===== config.mk =====
export PLATFORM = sky130hd
export DESIGN_NAME = pgr_burst_fmt
export DESIGN_NICKNAME = d
export VERILOG_FILES = /design/src/rtl/pgr_burst_fmt.sv
export SDC_FILE = /design/constraint.sdc
export NUM_CORES = 1
export LEC_CHECK = 0
export CAP_MARGIN = 20
export CORE_ASPECT_RATIO = 1.4
export CORE_MARGIN = 3
export CORE_UTILIZATION = 35
export DETAILED_ROUTE_END_ITERATION = 10
export PLACE_DENSITY = 0.57
export SETUP_SLACK_MARGIN = 0.05
export SLEW_MARGIN = 30
export SYNTH_ARGS = -nofsm -noshare
export SYNTH_HDL_FRONTEND = slang
export SYNTH_SLANG_ARGS = --single-unit

===== constraint.sdc =====
create_clock -name clk -period 2.1 [get_ports clk]
set_clock_uncertainty 0.1 [all_clocks]
set_input_delay 0.42 -clock clk [delete_from_list [all_inputs] [get_ports clk]]
set_output_delay 0.42 -clock clk [all_outputs]
set_load 0.02 [all_outputs]

===== src/rtl/pgr_burst_fmt.sv =====
module pgr_burst_fmt (
  input  logic        clk,
  input  logic        rst_n,
  input  logic        cw_valid,
  input  logic [31:0] cw_in,
  input  logic        bit_tick,
  output logic        ser_data,
  output logic        ser_clk,
  output logic        stop_pulse,
  output logic        busy
);
  localparam int BCH_N = 31;
  localparam int CHK_W = 10;
  localparam int OUT_W = 23;
  localparam int CNT_W = $clog2(OUT_W + 1);
  localparam logic [CHK_W-1:0] GEN_LO = 10'h369;

  function automatic logic [CHK_W-1:0] syn_of(input logic [BCH_N-1:0] v);
    logic [CHK_W-1:0] r;
    r = '0;
    for (int i = BCH_N - 1; i >= 0; i--)
      r = r[CHK_W-1] ? ({r[CHK_W-2:0], v[i]} ^ GEN_LO) : {r[CHK_W-2:0], v[i]};
    return r;
  endfunction

  logic [BCH_N-1:0] rx, flip, fixed;
  logic [CHK_W-1:0] syn;
  logic             hit1, hit2, miss;
  logic [OUT_W-1:0] word, shreg;
  logic [CNT_W-1:0] left;

  assign rx  = cw_in[31:1];
  assign syn = syn_of(rx);

  always_comb begin
    flip = '0;
    hit1 = 1'b0;
    hit2 = 1'b0;
    for (int j = 0; j < BCH_N; j++)
      if (syn == syn_of(BCH_N'(1) << j)) begin
        flip = BCH_N'(1) << j;
        hit1 = 1'b1;
      end
    for (int j = 0; j < BCH_N - 1; j++)
      if (syn == syn_of(BCH_N'(3) << j)) begin
        flip = BCH_N'(3) << j;
        hit2 = 1'b1;
      end
  end

  assign miss  = (syn != '0) && !hit1 && !hit2;
  assign fixed = rx ^ flip;
  assign word  = {fixed[29:10], hit1 | miss, hit2 | miss, ^cw_in};

  always_ff @(posedge clk or negedge rst_n) begin
    if (!rst_n) begin
      shreg      <= '0;
      left       <= '0;
      busy       <= 1'b0;
      ser_clk    <= 1'b1;
      ser_data   <= 1'b0;
      stop_pulse <= 1'b0;
    end else begin
      stop_pulse <= 1'b0;
      if (!busy) begin
        if (cw_valid) begin
          if (fixed[BCH_N-1]) begin
            shreg <= word;
            left  <= CNT_W'(OUT_W);
            busy  <= 1'b1;
          end else begin
            stop_pulse <= 1'b1;
          end
        end
      end else if (!ser_clk) begin
        ser_clk <= 1'b1;
        if (left == '0) busy <= 1'b0;
      end else if (bit_tick) begin
        ser_data <= shreg[OUT_W-1];
        shreg    <= {shreg[OUT_W-2:0], 1'b0};
        left     <= left - 1'b1;
        ser_clk  <= 1'b0;
      end
    end
  end
endmodule



# == Word level (Yosys, flattened, before mapping) ==
# Cells that the tools add are included.
# classes
n_eq_ne,63
reduce_logical,11
n_addsub,1
muxes,163
bitwise,24
# op_table
cell,count
$mux 31,60
$eq 10x10->1 const B,27
$mux 10,21
$eq 10x9->1 const B,14
$not 6->6,21
$mux 23,5
$mux 1,72
$eq 10x8->1 const B,6
$reduce_xor 32->1,1
$xor 31x31->31,1
$eq 10x7->1 const B,3
$mux 5,5
$eq 10x2->1 const B,2
$eq 10x3->1 const B,2
$eq 10x4->1 const B,2
$eq 10x5->1 const B,2
$eq 10x6->1 const B,2
$eq 10x1->1 const B,1
$reduce_bool 10->1,1
$logic_not 5->1,1
$sub 5x1->5 const B,1
$ne 2x2->1 const B,2
$reduce_and 4->1,1
$reduce_bool 2->1,2
other kinds (4),7
# word_totals
inputBits,36
elab_cells,268
output_inout_bits,4
ff_bits,32

# == Depth between registers and ports, before layout ==
# Gate-level depths: netlist (run 1).
# depth
ltp_word,108
mapped_depth,15
mapped_depth_nobuf,12

# == Worst setup path after synthesis (run 1) ==
# OpenSTA, ideal clock, no wires.
# synth_timing
path_type,input to register
startpoint,input port cw_in[28]
endpoint,register shreg[10]
cell_stages,13
setup_slack_ns,-2.133
path_buffers,2
required_time_ns,1.873
arrival_ns,4.005
setup_time_ns,0.127
cell_sequence,buf_6 > xnor3_1 > xor3_1 > xnor3_1 > xnor3_1 > or3_1 > a21boi_2 > nand4_1 > o31ai_4 > xor2_2 > a21oi_2 > buf_6 > mux2_1
# synth_between
elab_chain_len,97
word_cells_on_any_way,164
classes_between,eq/ne (59); mux (83); bitwise (20); reduce/logical (2)
# synth_rtl
item,line_no,text
start: declaration,5,"input logic [31:0] cw_in,"
$mux 10 *,22,"r = r[CHK_W-1] ? ({r[CHK_W-2:0], v[i]} ^ GEN_LO) : {r[CHK_W-2:0], v[i]};"
$not 6->6 (no line),n/a,
$mux 10 *,22,
$not 6->6 (no line),n/a,
$mux 10 * (2 in a row),22,
$not 6->6 (no line) / $mux 10 (equally long branches),n/a,
$mux 10 * (2 in a row),22,
$not 6->6 (no line) / $mux 10 (equally long branches),n/a,
[... 23 more ...],n/a,
$eq 10x3->1,40,if (syn == syn_of(BCH_N'(1) << j)) begin
$mux 31 (29 in a row),40,
$mux 31 (29 in a row),45,if (syn == syn_of(BCH_N'(3) << j)) begin
$mux 31 *,45,
$xor 31x31->31 *,52,assign fixed = rx ^ flip;
$mux 23,67,if (fixed[BCH_N-1]) begin
$mux 23,66,if (cw_valid) begin
$mux 23,65,if (!busy) begin
end signal: assignment,68,shreg <= word;
end signal: assignment,80,"shreg <= {shreg[OUT_W-2:0], 1'b0};"
end: declaration,29,"logic [OUT_W-1:0] word, shreg;"
# Mark *: on every way between the ends. The rest lies on a longest branch, timed or not. The select of a mux whose other input is x is not followed.
# A chain may end at the register's enable or synchronous reset.

# == Final worst setup path (run 1) ==
# layout_timing
startpoint,input port cw_in[31]
endpoint,register shreg[15]
# layout_between
elab_chain_len,97
word_cells_on_any_way,165
classes_between,eq/ne (59); mux (83); bitwise (21); reduce/logical (2)
# layout_rtl
item,line_no
$mux 10,22
$not 6->6 (no line) / $mux 10 (equally long branches),n/a
$mux 10 / $not 6->6 (equally long branches),n/a
$mux 10,22
$not 6->6 (no line) / $mux 10 (equally long branches),n/a
$mux 10 / $not 6->6 (equally long branches),n/a
$not 6->6 (no line) / $mux 10 (equally long branches),n/a
$mux 10 / $not 6->6 (equally long branches) (2 in a row),n/a
[... 23 more ...],n/a
$mux 10,22
$eq 10x3->1,40
$mux 31 (29 in a row),40
$mux 31 (30 in a row),45
$xor 31x31->31 *,52
$mux 23,67
$mux 23,66
$mux 23,65
# Marks and branches as above.

==> results_dict.tcl, run 1 <==
set metrics [dict create \
    clk_pin_slew_ns 0.05 \
    synth.top_cell.area_share_pct 17.93 \
    setup.worst_path.class "input port to register" \
    critPathMaxStageDelay_ns 0.41 \
    grt_usage_pct 27.90 \
    drtPass1Iterations 4 \
    grt_max_degree 43 \
    drt_iter0_markers 294 \
    antenna_cells_inserted 0 \
    cp_max_fo 5 \
    synth-async-reset-ratio_pct 100.0 \
    slew_headroom_pct 63.44 \
    cts_hold_repair.buffers 0 \
    syn_to_final_growth_pct 80.02 \
    drc_errors 0 \
    crit_required_ns 2.16 \
    critical_path.most_common_cell "sky130_fd_sc_hd__buf_6" \
    final_hold_viol_count 0 \
    timing.fmax_ghz 0.2418 \
    postRouteAntennaNets 0 \
    synth_fp_nets 522 \
    finalMaxSlewViolations 0 \
    worst_pin_slew_ns 0.5444 \
    cts-buffers-inserted 5 \
    fp-row-count 47 \
    yosysWarnings 0 \
    total_length_of_routed_wires_um 18730 \
    postPlaceCellArea_sq_um 6329 \
    syn_area_per_cell_sq_um 8.939 \
    seq_area_frac_synth_pct 18.54 \
    tritoncts "yes" \
    placement.io_buffers 39 \
    fin_setup_tns_ns -56.35 \
    avgViaCountPerCell 5.269 \
    synthDistinctLibCells 64 \
    routed-via-count 4742 \
    die_h_um 137.6 \
    worst_ep_arrival_time_ns 4.19 \
    grt_pass1_vias 5054 \
    die_area_sq_um 13750 \
    synth-edff-count 0 \
    yosys.area.top_type "sky130_fd_sc_hd__dfrtp_1" \
    chipWidth_um 99.97 \
    stdcell_area_sq_um 7789 \
    yosys-top-cells-area "sky130_fd_sc_hd__dfrtp_1 (18%), sky130_fd_sc_hd__xnor2_1 (11%), sky130_fd_sc_hd__xnor3_1 (10%)" \
    routedWlPerCell_um 20.81 \
    setup_viol 30 \
    htree_levels 2 \
    rsz0062_at_grt "true" \
    clk_lat_worst_skew_ns 0.28 \
    final.period_utilization_pct 196.9 \
    outcome "finished, violations left" \
    layout.core_utilization_pct 65.24 \
    setup_slack_ns -2.035 \
    clock_tree.buffer_depth 2 \
    ys.flop_type "sky130_fd_sc_hd__dfrtp_1" \
    dpl.hpwl_um 14530 \
    post-route-min-period_ns 4.135 \
    worst_setup_end_kind "register" \
    grt_overflow 0 \
    max_cap_viol_count 0 \
    fillCellCount 948 \
    grt_first_pass_wirelength_um 28580 \
    cts.root.buffer_cell "sky130_fd_sc_hd__clkbuf_16" \
    violations "negative setup slack" \
    hold_path_class "register to register" \
    synthCells 484 \
    final_nets 790 \
    ios 40 \
    synth_seq_cells 32 \
    cts_sinks 32 \
    path_cells "buf_8, buf_6, xnor2_4, xor3_2, xnor3_2, buf_6, xnor3_2, buf_4, buf_4, nand3_1, o21ai_2, buf_4, nand2_8, o31ai_4, xor2_2, a21oi_4, buf_6, buf_6, buf_12, mux2_4" \
    layout-drive-gt1-share_pct 54.85 \
    gpl.final_weighted_congestion 0.9537 \
    place_worst_setup_slack_ns -3.049 \
    critical-path-slowest-cell "sky130_fd_sc_hd__xnor3_2" \
    initial_antenna_violation_count 0 \
    worst_setup_path_start_kind "input port" \
    floorplan.initialDensity_pct 36.24 \
    placeableCoreArea_sq_um 11940 \
    post_synth_instance_area_sq_um 4327 \
]
[cell families (layout without fill, tap and decap cells)]
logic type | count (synthesis) | in the layout | synth area share, %
AND/OR/NAND/NOR | 175 | 175 | 19.29
XOR/XNOR | 123 | 123 | 35.77
AO/OA/AOI/OAI | 85 | 85 | 12.84
multiplexers | 36 | 36 | 9.543
flip-flops | 32 | 32 | 18.54
buffers and inverters | 31 | 300 | 3.441
adder cells (fa/ha/maj) | 2 | 2 | 0.5783
[sequential cells by signal, indices dropped and copies added, names as in the netlist]
register and count:
left 5, ser_clk 1, ser_data 1, stop_pulse 1, busy 1, shreg 23
[cell type report]
type	instances	area [sq um]	share of cell area, %
multi-input cells	421	4193	53.83
clock inverters	1	7.507	0.09639
clock buffers	7	142.6	1.831
repair buffers	283	2426	31.15
inverters	9	33.78	0.4337
well taps	147	183.9	2.361
flip-flops and latches	32	802.0	10.30
[synthesized netlist by cell type, types with 4 or more instances]
master / count
sky130_fd_sc_hd__mux2i_1: 10
sky130_fd_sc_hd__nor2b_1: 4
sky130_fd_sc_hd__clkbuf_1: 13
sky130_fd_sc_hd__mux2_1: 17
sky130_fd_sc_hd__nand3_1: 24
sky130_fd_sc_hd__o22ai_1: 10
sky130_fd_sc_hd__nor3b_1: 5
sky130_fd_sc_hd__a211oi_1: 6
sky130_fd_sc_hd__o21ai_1: 4
sky130_fd_sc_hd__nand4_1: 6
sky130_fd_sc_hd__nor3_1: 14
sky130_fd_sc_hd__inv_1: 9
sky130_fd_sc_hd__xnor2_2: 7
sky130_fd_sc_hd__buf_2: 5
sky130_fd_sc_hd__mux2_2: 5
sky130_fd_sc_hd__xor2_1: 32
sky130_fd_sc_hd__nor4_1: 4
sky130_fd_sc_hd__nand2_1: 66
sky130_fd_sc_hd__nand2b_1: 5
sky130_fd_sc_hd__xnor2_1: 53
sky130_fd_sc_hd__dfrtp_1: 31
sky130_fd_sc_hd__a21oi_1: 16
sky130_fd_sc_hd__and2_1: 4
sky130_fd_sc_hd__xnor3_1: 20
sky130_fd_sc_hd__and3_1: 5
sky130_fd_sc_hd__xor3_1: 5
sky130_fd_sc_hd__o21ai_0: 25
sky130_fd_sc_hd__nor2_1: 26
[critical path: cells and delay by family]
kind | cells | cell delay (ns)
muxes | 1 | 0.29
and+or+nand+nor | 2 | 0.18
AOI/OAI and AO/OA | 3 | 0.44
buffers and inverters | 9 | 1.21
xor gates and xnor gates | 5 | 1.63
[timing repair]
action | CTS | global route
gates resized for setup | 197 | 47
cloned | 3 | 0
buffers inserted | 46 | 10
endpoints found under the setup margin | 30 | 30
pin swaps | 60 | 26
[path summary, 6_finish.rpt]
kind                                         endpoint  cells past startpoint  slack [ns]             startpoint
worst max-delay path            shreg[15]$_DFFE_PN0P_                     20       -2.03              cw_in[31]
worst min-delay path             ser_data$_DFFE_PN0P_                      2        0.37  shreg[22]$_DFFE_PN0P_
worst max register to register  shreg[15]$_DFFE_PN0P_                      6        0.29    ser_clk$_DFFE_PN1P_
worst min register to register   ser_data$_DFFE_PN0P_                      2        0.37  shreg[22]$_DFFE_PN0P_
max in group asynchronous         ser_clk$_DFFE_PN1P_                      2        1.12                  rst_n
min in group asynchronous       shreg[18]$_DFFE_PN0P_                      2        0.44                  rst_n
[placed cells by master, fill, tap and decap left out, drive strengths merged, types with 10 or more instances in the layout]
master and count:
xor2 35, nand2 67, dfrtp 31, o21ai 29
xnor2 60, nand3 24, o22ai 10, buf 253
nor2 26, mux2i 13, a21oi 17, xnor3 23
nor3 15, clkdlybuf4s50 19, mux2 23
[routing by layer]
layer  global-route usage [%]  wire length [um]  vias to the layer above  part of all wire (%)
met5                        0                 0                        -                     0
met4                    14.50              1204                        0                   6.4
met3                    1.722               560                       57                   3.0
met2                    52.45              9903                      127                    53
met1                    31.20              7065                     2318                    38
li1                         -                 -                     2240                     -
[through the flow]
stage / std cells / hold WS (ns)
2_1_floorplan: 484 / 0.02441
3_3_place_gp: 837 / 0.3442
3_5_place_dp: 837 / 0.3526
4_1_cts: 892 / 0.3671
5_1_grt: 900 / 0.3908
6_report: 900 / 0.3659
Power of run 1 is not shown: default switching activity piles up to over one toggle a cycle in this logic, so the estimate is an artifact.
==> inputs of run 2 (changes only) <==
Settings changed: SKIP_LAST_GASP set to 1, SLEW_MARGIN 30 to unset.
==> results of run 2 <==
Final layout, timing and power as in run 1 (identical DEF).
Among the figures that moved: number of gates resized after CTS 197 -> 195; wire length of the first global-routing pass 28580 um -> 28520 um; via count of the first global-routing pass 5054 -> 5051; overall routing resource usage 27.90% -> 27.85%; met1 usage 31.20% -> 31.14%; met2 usage 52.45% -> 52.38%
Power of run 2 is left out for the same reason.
